### src/rtl/bus_wait_gen.sv
module bus_wait_gen #(
  parameter int          IO_AW    = 16,
  parameter int          CNT_W    = 3,
  parameter logic [7:0]  IDX_IO   = 8'h61,
  parameter logic [7:0]  IDX_MEM  = 8'h62,
  parameter logic [7:0]  IDX_CTL  = 8'h63,
  parameter logic [7:0]  IDX_FAST = 8'hB3
) (
  input  logic             clk,
  input  logic             rst_n,
  input  logic             cyc_start,
  input  logic             is_io,
  input  logic             is_16,
  input  logic             is_write,
  input  logic             rom_cs,
  input  logic [IO_AW-1:0] io_addr,
  input  logic             cfg_we,
  input  logic [7:0]       cfg_idx,
  input  logic [7:0]       cfg_wdata,
  output logic             rd_cmd,
  output logic             wr_cmd,
  output logic             bus_rdy,
  output logic             fast_clk_sel
);

  localparam logic [31:0] FDD_LO = 32'h3F0;
  localparam logic [31:0] FDD_HI = 32'h3F7;
  localparam logic [31:0] HDD_LO = 32'h1F0;
  localparam logic [31:0] HDD_HI = 32'h1F7;
  localparam logic [31:0] INT_HI = 32'h0FF;

  logic [5:0] io_ws;
  logic [3:0] mem_ws;
  logic [1:0] ctl_ws;
  logic [2:0] fast_ws;

  always_ff @(posedge clk or negedge rst_n) begin
    if (!rst_n) begin
      io_ws   <= '0;
      mem_ws  <= '0;
      ctl_ws  <= '0;
      fast_ws <= '0;
    end else if (cfg_we) begin
      if (cfg_idx == IDX_IO)   io_ws   <= cfg_wdata[5:0];
      if (cfg_idx == IDX_MEM)  mem_ws  <= cfg_wdata[3:0];
      if (cfg_idx == IDX_CTL)  ctl_ws  <= cfg_wdata[3:2];
      if (cfg_idx == IDX_FAST) fast_ws <= cfg_wdata[6:4];
    end
  end

  logic unused_wdata;
  assign unused_wdata = cfg_wdata[7];

  logic [31:0] a32;
  logic        in_fdd, in_hdd, in_int, fast_hit;
  assign a32      = 32'(io_addr);
  assign in_fdd   = (a32 >= FDD_LO) && (a32 <= FDD_HI);
  assign in_hdd   = (a32 >= HDD_LO) && (a32 <= HDD_HI);
  assign in_int   = (a32 <= INT_HI);
  assign fast_hit = !is_io && rom_cs && fast_ws[2];

  logic [CNT_W-1:0] sel_wait;
  always_comb begin
    if (is_io) begin
      if (is_16)       sel_wait = ctl_ws[0] ? CNT_W'(4) : CNT_W'(3);
      else if (in_fdd) sel_wait = CNT_W'(io_ws[1:0]) + CNT_W'(2);
      else if (in_hdd) sel_wait = CNT_W'(io_ws[3:2]) + CNT_W'(2);
      else if (in_int) sel_wait = ctl_ws[1] ? CNT_W'(4) : CNT_W'(2);
      else             sel_wait = CNT_W'(io_ws[5:4]) + CNT_W'(2);
    end else begin
      if (fast_hit)    sel_wait = CNT_W'(fast_ws[1:0]) + CNT_W'(1);
      else if (is_16)  sel_wait = CNT_W'(mem_ws[3:2]) + CNT_W'(1);
      else             sel_wait = CNT_W'(mem_ws[1:0]) + CNT_W'(2);
    end
  end

  logic             active, wr_lat, fast_lat;
  logic [CNT_W-1:0] cnt;

  always_ff @(posedge clk or negedge rst_n) begin
    if (!rst_n) begin
      active   <= 1'b0;
      cnt      <= '0;
      wr_lat   <= 1'b0;
      fast_lat <= 1'b0;
    end else if (active) begin
      if (cnt == '0) begin
        active   <= 1'b0;
        fast_lat <= 1'b0;
      end else begin
        cnt <= cnt - CNT_W'(1);
      end
    end else if (cyc_start) begin
      active   <= 1'b1;
      cnt      <= sel_wait;
      wr_lat   <= is_write;
      fast_lat <= fast_hit;
    end
  end

  assign rd_cmd       = active && !wr_lat;
  assign wr_cmd       = active && wr_lat;
  assign bus_rdy      = active && (cnt == '0);
  assign fast_clk_sel = fast_lat;

  AST_RELEASE_AFTER_RDY: assert property (@(posedge clk) disable iff (!rst_n)
    bus_rdy |=> !rd_cmd && !wr_cmd);
  AST_COUNT_DOWN: assert property (@(posedge clk) disable iff (!rst_n)
    (active && cnt != '0) |=> active && (cnt == $past(cnt) - CNT_W'(1)));
  AST_LOAD_RANGE: assert property (@(posedge clk) disable iff (!rst_n)
    $rose(active) |-> (cnt >= CNT_W'(1)) && (cnt <= CNT_W'(5)));
  AST_CMD_EXCL: assert property (@(posedge clk) disable iff (!rst_n)
    !(rd_cmd && wr_cmd));
  AST_FAST_IN_CMD: assert property (@(posedge clk) disable iff (!rst_n)
    fast_clk_sel |-> (rd_cmd || wr_cmd));
  AST_NO_RESTART: assert property (@(posedge clk) disable iff (!rst_n)
    (active && cnt != '0 && cyc_start) |=> active && $stable(wr_lat));

endmodule

### config.mk
export PLATFORM = sky130hd
export DESIGN_NAME = bus_wait_gen
export DESIGN_NICKNAME = d
export VERILOG_FILES = /design/src/rtl/bus_wait_gen.sv
export SDC_FILE = /design/constraint.sdc
export NUM_CORES = 1
export LEC_CHECK = 0
export BUFFER_PORTS_ARGS = -buffer_cell sky130_fd_sc_hd__buf_2
export CELL_PAD_IN_SITES_DETAIL_PLACEMENT = 1
export CELL_PAD_IN_SITES_GLOBAL_PLACEMENT = 2
export CORE_ASPECT_RATIO = 2
export CORE_MARGIN = 1
export CORE_UTILIZATION = 33
export CTS_BUF_LIST = sky130_fd_sc_hd__clkbuf_4 sky130_fd_sc_hd__clkbuf_8
export DETAILED_ROUTE_END_ITERATION = 12
export PLACE_DENSITY = 0.89
export SKIP_LAST_GASP = 1
export SYNTH_ARGS = -nofsm -noshare
export SYNTH_HDL_FRONTEND = slang
export SYNTH_SLANG_ARGS = --single-unit
export TNS_END_PERCENT = 100
### constraint.sdc
create_clock -name clk -period 2.3 [get_ports clk]
set_clock_uncertainty 0.05 [all_clocks]
set_input_delay 0 -clock clk [delete_from_list [all_inputs] [get_ports clk]]
set_output_delay 0 -clock clk [all_outputs]
set_load 0.1 [all_outputs]
==> Word-level counts from Yosys, hierarchy flattened <==
Cells that the tools add are included.
{ "classes": {"order_cmp": 5, "n_addsub": 7, "reduce_logical": 18, "n_eq_ne": 6, "muxes": 18, "n_bitwise": 1} }
{ "ops": {"columns": ["op", "n"], "rows": [
  ["$mux W3", 12],
  ["$eq A8 B7 Y1 const B", 3],
  ["$ge A16 B10 Y1 const B", 1],
  ["$ge A16 B9 Y1 const B", 1],
  ["$le A16 B10 Y1 const B", 1],
  ["$le A16 B8 Y1 const B", 1],
  ["$le A16 B9 Y1 const B", 1],
  ["$reduce_and A2 Y1", 7],
  ["$add A2 B2 Y3 const B", 4],
  ["$eq A8 B8 Y1 const B", 1],
  ["$logic_and A1 B1 Y1", 7],
  ["$add A2 B1 Y3 const B", 2],
  ["$mux W1", 6],
  ["$logic_not A3 Y1", 1],
  ["$sub A3 B1 Y3 const B", 1],
  ["$logic_not A1 Y1", 2],
  ["$ne A2 B1 Y1 const B", 1],
  ["$ne A2 B2 Y1 const B", 1],
  ["$reduce_bool A2 Y1", 1],
  ["$not A1 Y1", 1]
]} }
{ "word_totals": {"out_inout_bits": 4, "input_bits": 40, "word_cells": 63, "ff_bits": 21} }

==> Depth between registers and ports, before layout <==
{ "depth": {"depth_word": 8, "mapped_depth": 7, "mapped_depth_nobuf": 7} }

==> Least setup slack after synthesis <==
Ideal clock, no wire load.
{ "synth_path": {"path_kind": "flip-flop to flip-flop", "from": "register cnt[0]", "to": "register fast_lat (netlist: fast_clk_sel)", "slack_ns": 0.253, "period_less_slack_ns": 2.047, "stages_incl_launch_ff": 6, "required_time_ns": 2.075, "setup_ns": 0.175, "n_path_buf": 0, "arrival_ns": 1.822, "path_cell_list": "dfrtp_1 > inv_1 > ha_1 > nor2b_1 > and2_1 > o32ai_1"} }
{ "synth_between": {"elab_chain_cells": 3} }
{ "synth_rtl": {"columns": ["element", "line", "text"], "rows": [
  ["from (decl)", "78", "logic [CNT_W-1:0] cnt;"],
  ["from (signal assigned)", "91", "cnt <= cnt - CNT_W'(1);"],
  ["from (signal assigned)", "95", "cnt <= sel_wait;"],
  ["$logic_not A3 Y1", "87", "if (cnt == '0) begin"],
  ["$ne A2 B1 Y1 (no line)", null, null],
  ["$reduce_and A2 Y1 (no line)", null, null],
  ["to (signal assigned)", "97", "fast_lat <= fast_hit;"],
  ["to (decl)", "77", "logic active, wr_lat, fast_lat;"]
]} }
No other way between the ends.
A chain may end at the register's enable or synchronous reset.

==> Worst setup path after layout <==
{ "layout_path": {"from": "register cnt[0]", "to": "output port bus_rdy"} }
{ "layout_between": {"elab_chain_cells": 2} }
{ "layout_rtl": {"columns": ["element", "line", "text"], "rows": [
  ["$logic_not A3 Y1", "103", "assign bus_rdy = active && (cnt == '0);"],
  ["$logic_and A1 B1 Y1", "103", null],
  ["to (decl)", "22", "output logic bus_rdy,"]
]} }
No other way between the ends.

==> flow_metrics.py <==
metrics = {
    "outcome": {
        "status": "finished clean",
    },
    "clocking": {
        "clkTransAtPathRegs_ns": 0.07,
        "clk_latency_ns": 0.25,
        "clockBufferDepth": 2,
        "clkSinkCount": 21,
        "cts.htree.levels": 1,
        "cts_buffers": 3,
        "cts_tree": "built",
        "post_cts_buffers": 0,
        "postCtsHoldBufs": 9,
        "cts-root-buf": "clkbuf_8",
        "cts_resized": 0,
    },
    "final_layout": {
        "area_growth_pct": 31.5,
        "final_nets": 211,
        "drive_above_1_share": 0.404,
        "diodes": 0,
        "fin_area_um2": 1630,
    },
    "critical_path": {
        "worstReg2RegEnd": "cnt[1]",
        "cp_data_required_time_ns": 2.25,
        "r2r-start": "cnt[0]",
        "reg2reg_depth": 7,
        "critPathKind": "flip-flop to output port",
        "cp-start-kind": "flip-flop",
        "rrSetupSlack_ns": 0.69,
        "endpoint_kind": "output port",
        "path_max_fanout": 4,
        "crit_arrival_ns": 1.91,
    },
    "place": {
        "place_congestion": 0.719,
        "dp_hpwl_um": 2700,
        "place_ws_ns": 0.616,
        "dpl_cell_area_um2": 1500,
        "port-buffer-count": 39,
    },
    "sta": {
        "min_period_ns": 1.96,
        "finalSetupViolations": 0,
        "whs_ns": 0.00611,
        "worst_pin_slew_ns": 0.484,
        "fmax_mhz": 510,
        "period_share": 0.853,
        "drv_slew": 0,
        "rsz0062_at_grt": "no",
        "report.final.hold_viol_count": 0,
        "slew_headroom": 0.675,
        "setup_slack_ns": 0.338,
        "fin_tns_setup_ns": 0,
    },
    "route": {
        "drt_wl_total_um": 3180,
        "vias_per_cell": 5.16,
        "via_count": 1109,
        "drc": 0,
        "drtPass1Iterations": 2,
        "drt_iter0_markers": 7,
        "routedWlPerCell_um": 14.8,
        "drtAntennaViolNets": 0,
    },
    "hold_path": {
        "holdPathStages": 3,
        "hold_start": "rom_cs",
        "hold_class": "primary input to flip-flop",
        "worstHoldEndpoint": "fast_clk_sel",
    },
    "logic_synthesis": {
        "synth_common_cells": "dfrtp_1 (21), mux2_2 (17), nor2_1 (11)",
        "synth_area_um2": 1240,
        "synthCells": 115,
        "synthFlopType": "dfrtp_1",
        "yosysSeqAreaShare": 0.423,
        "yosysTopAreaCellShare": 0.423,
        "yosys.area.top_type": "dfrtp_1",
        "synthTopCellsByArea": "dfrtp_1 (42%), mux2_2 (15%), ha_1 (4.0%), nor4_4 (3.4%), nor2_1 (3.3%)",
        "synth_area_per_cell_um2": 10.8,
        "synth_edf_count": 0,
        "ys_types": 38,
        "async_reset_ff_frac": 1.00,
        "synth_seq_cells": 21,
        "ys_warn_count": 0,
        "yosys.cell_count.top_type": "dfrtp_1",
        "syn_nets": 159,
    },
    "global_routing": {
        "grt_pass1_wl_um": 5240,
        "grt_antenna_before_repair": 0,
        "grt_pass1_vias": 1235,
        "grt_max_degree": 22,
        "grt-ovfl-total": 0,
        "grt_usage": 0.178,
    },
    "power": {
        "irDropWorstVdd_uv": 536,
        "leakagePower_nw": 0.789,
        "p_per_area_nw_per_um2": 800,
    },
    "flow_run": {
        "max-cap-violations": 0,
    },
    "floorplanning": {
        "io_pins": 44,
        "initial_core_util": 0.344,
        "die_w_um": 45.4,
        "core_area_um2": 3610,
        "num_rows": 31,
        "dieArea_um2": 4030,
        "chipHeight_um": 88.8,
    },
}
[where the power goes]
part	leakage [nW]	internal (mW)	total (mW)	switching [mW]
clock	0.0262	0.135	0.247	0.113
sequential	0.279	0.426	0.482	0.0556
combinational	0.484	0.204	0.578	0.373
[per-layer routing]
layer	routed length, µm	vias up	GRT usage	part of all wire
met5	0	-	0	0
met4	77	0	0.0826	0.024
met3	94	6	0.0245	0.030
met2	2000	27	0.364	0.63
met1	1010	552	0.152	0.32
li1	-	524	-	-
[area by class of cell]
| type | instances | area, µm² |
|---|---|---|
| Inverter | 3 | 11.3 |
| Sequential cell | 21 | 526 |
| Tap cell | 49 | 61.3 |
| Multi-Input combinational cell | 90 | 702 |
| Clock buffer | 4 | 48.8 |
| Timing Repair Buffer | 48 | 285 |
| Fill cell | 433 | 1970 |
[stage by stage]
step / utilization / instances / total power, mW
floorplan: - / 115 / 0.927
global placement: 0.414 / 202 / 1.03
detailed placement: 0.414 / 202 / 1.06
CTS: 0.453 / 215 / 1.32
global route: 0.453 / 215 / 1.41
finish: 0.453 / 215 / 1.31
[sequential cells by signal, summed over array words and instances (netlist names)]
register,cells
cnt,3
ctl_ws,2
wr_lat,1
fast_ws,3
fast_clk_sel,1
active,1
io_ws,6
mem_ws,4
[how the worst max path moves through the flow]
stage | to | start | cells after the start
2_1_floorplan | fast_clk_sel | cnt[0] | 5
3_3_place_gp | bus_rdy | cnt[0] | 5
3_5_place_dp | bus_rdy | cnt[0] | 5
4_1_cts | bus_rdy | cnt[0] | 5
5_1_grt | bus_rdy | cnt[0] | 5
6_report | bus_rdy | cnt[0] | 5
[cells by family after synthesis]
kind of cell,synth area share
AOI/OAI and AO/OA,0.136
and+or+nand+nor,0.220
muxes,0.162
DFF,0.423
buffers and inverters,0.0121
xor gates and xnor gates,0.00705
adders and majority gates,0.0403
[critical path: stages (launching register included)]
cell,delay [ns]
dfrtp_1,0.42
inv_1,0.10
ha_1,0.16
nor2b_1,0.31
and2_1,0.23
buf_2,0.44
[placed cells by master (no fill, tap or decap), types with 3 or more instances in the layout]
master	n
a21oi_1	6
and2_1	4
buf_2	39
clkbuf_8	3
dfrtp_1	21
dlygate4sd3_1	9
ha_1	4
inv_1	3
mux2_2	17
nand2_1	9
nand2b_1	3
nand3b_1	3
nor2_1	11
o31a_1	3
Note: power is estimated with default switching activity, not from simulation.
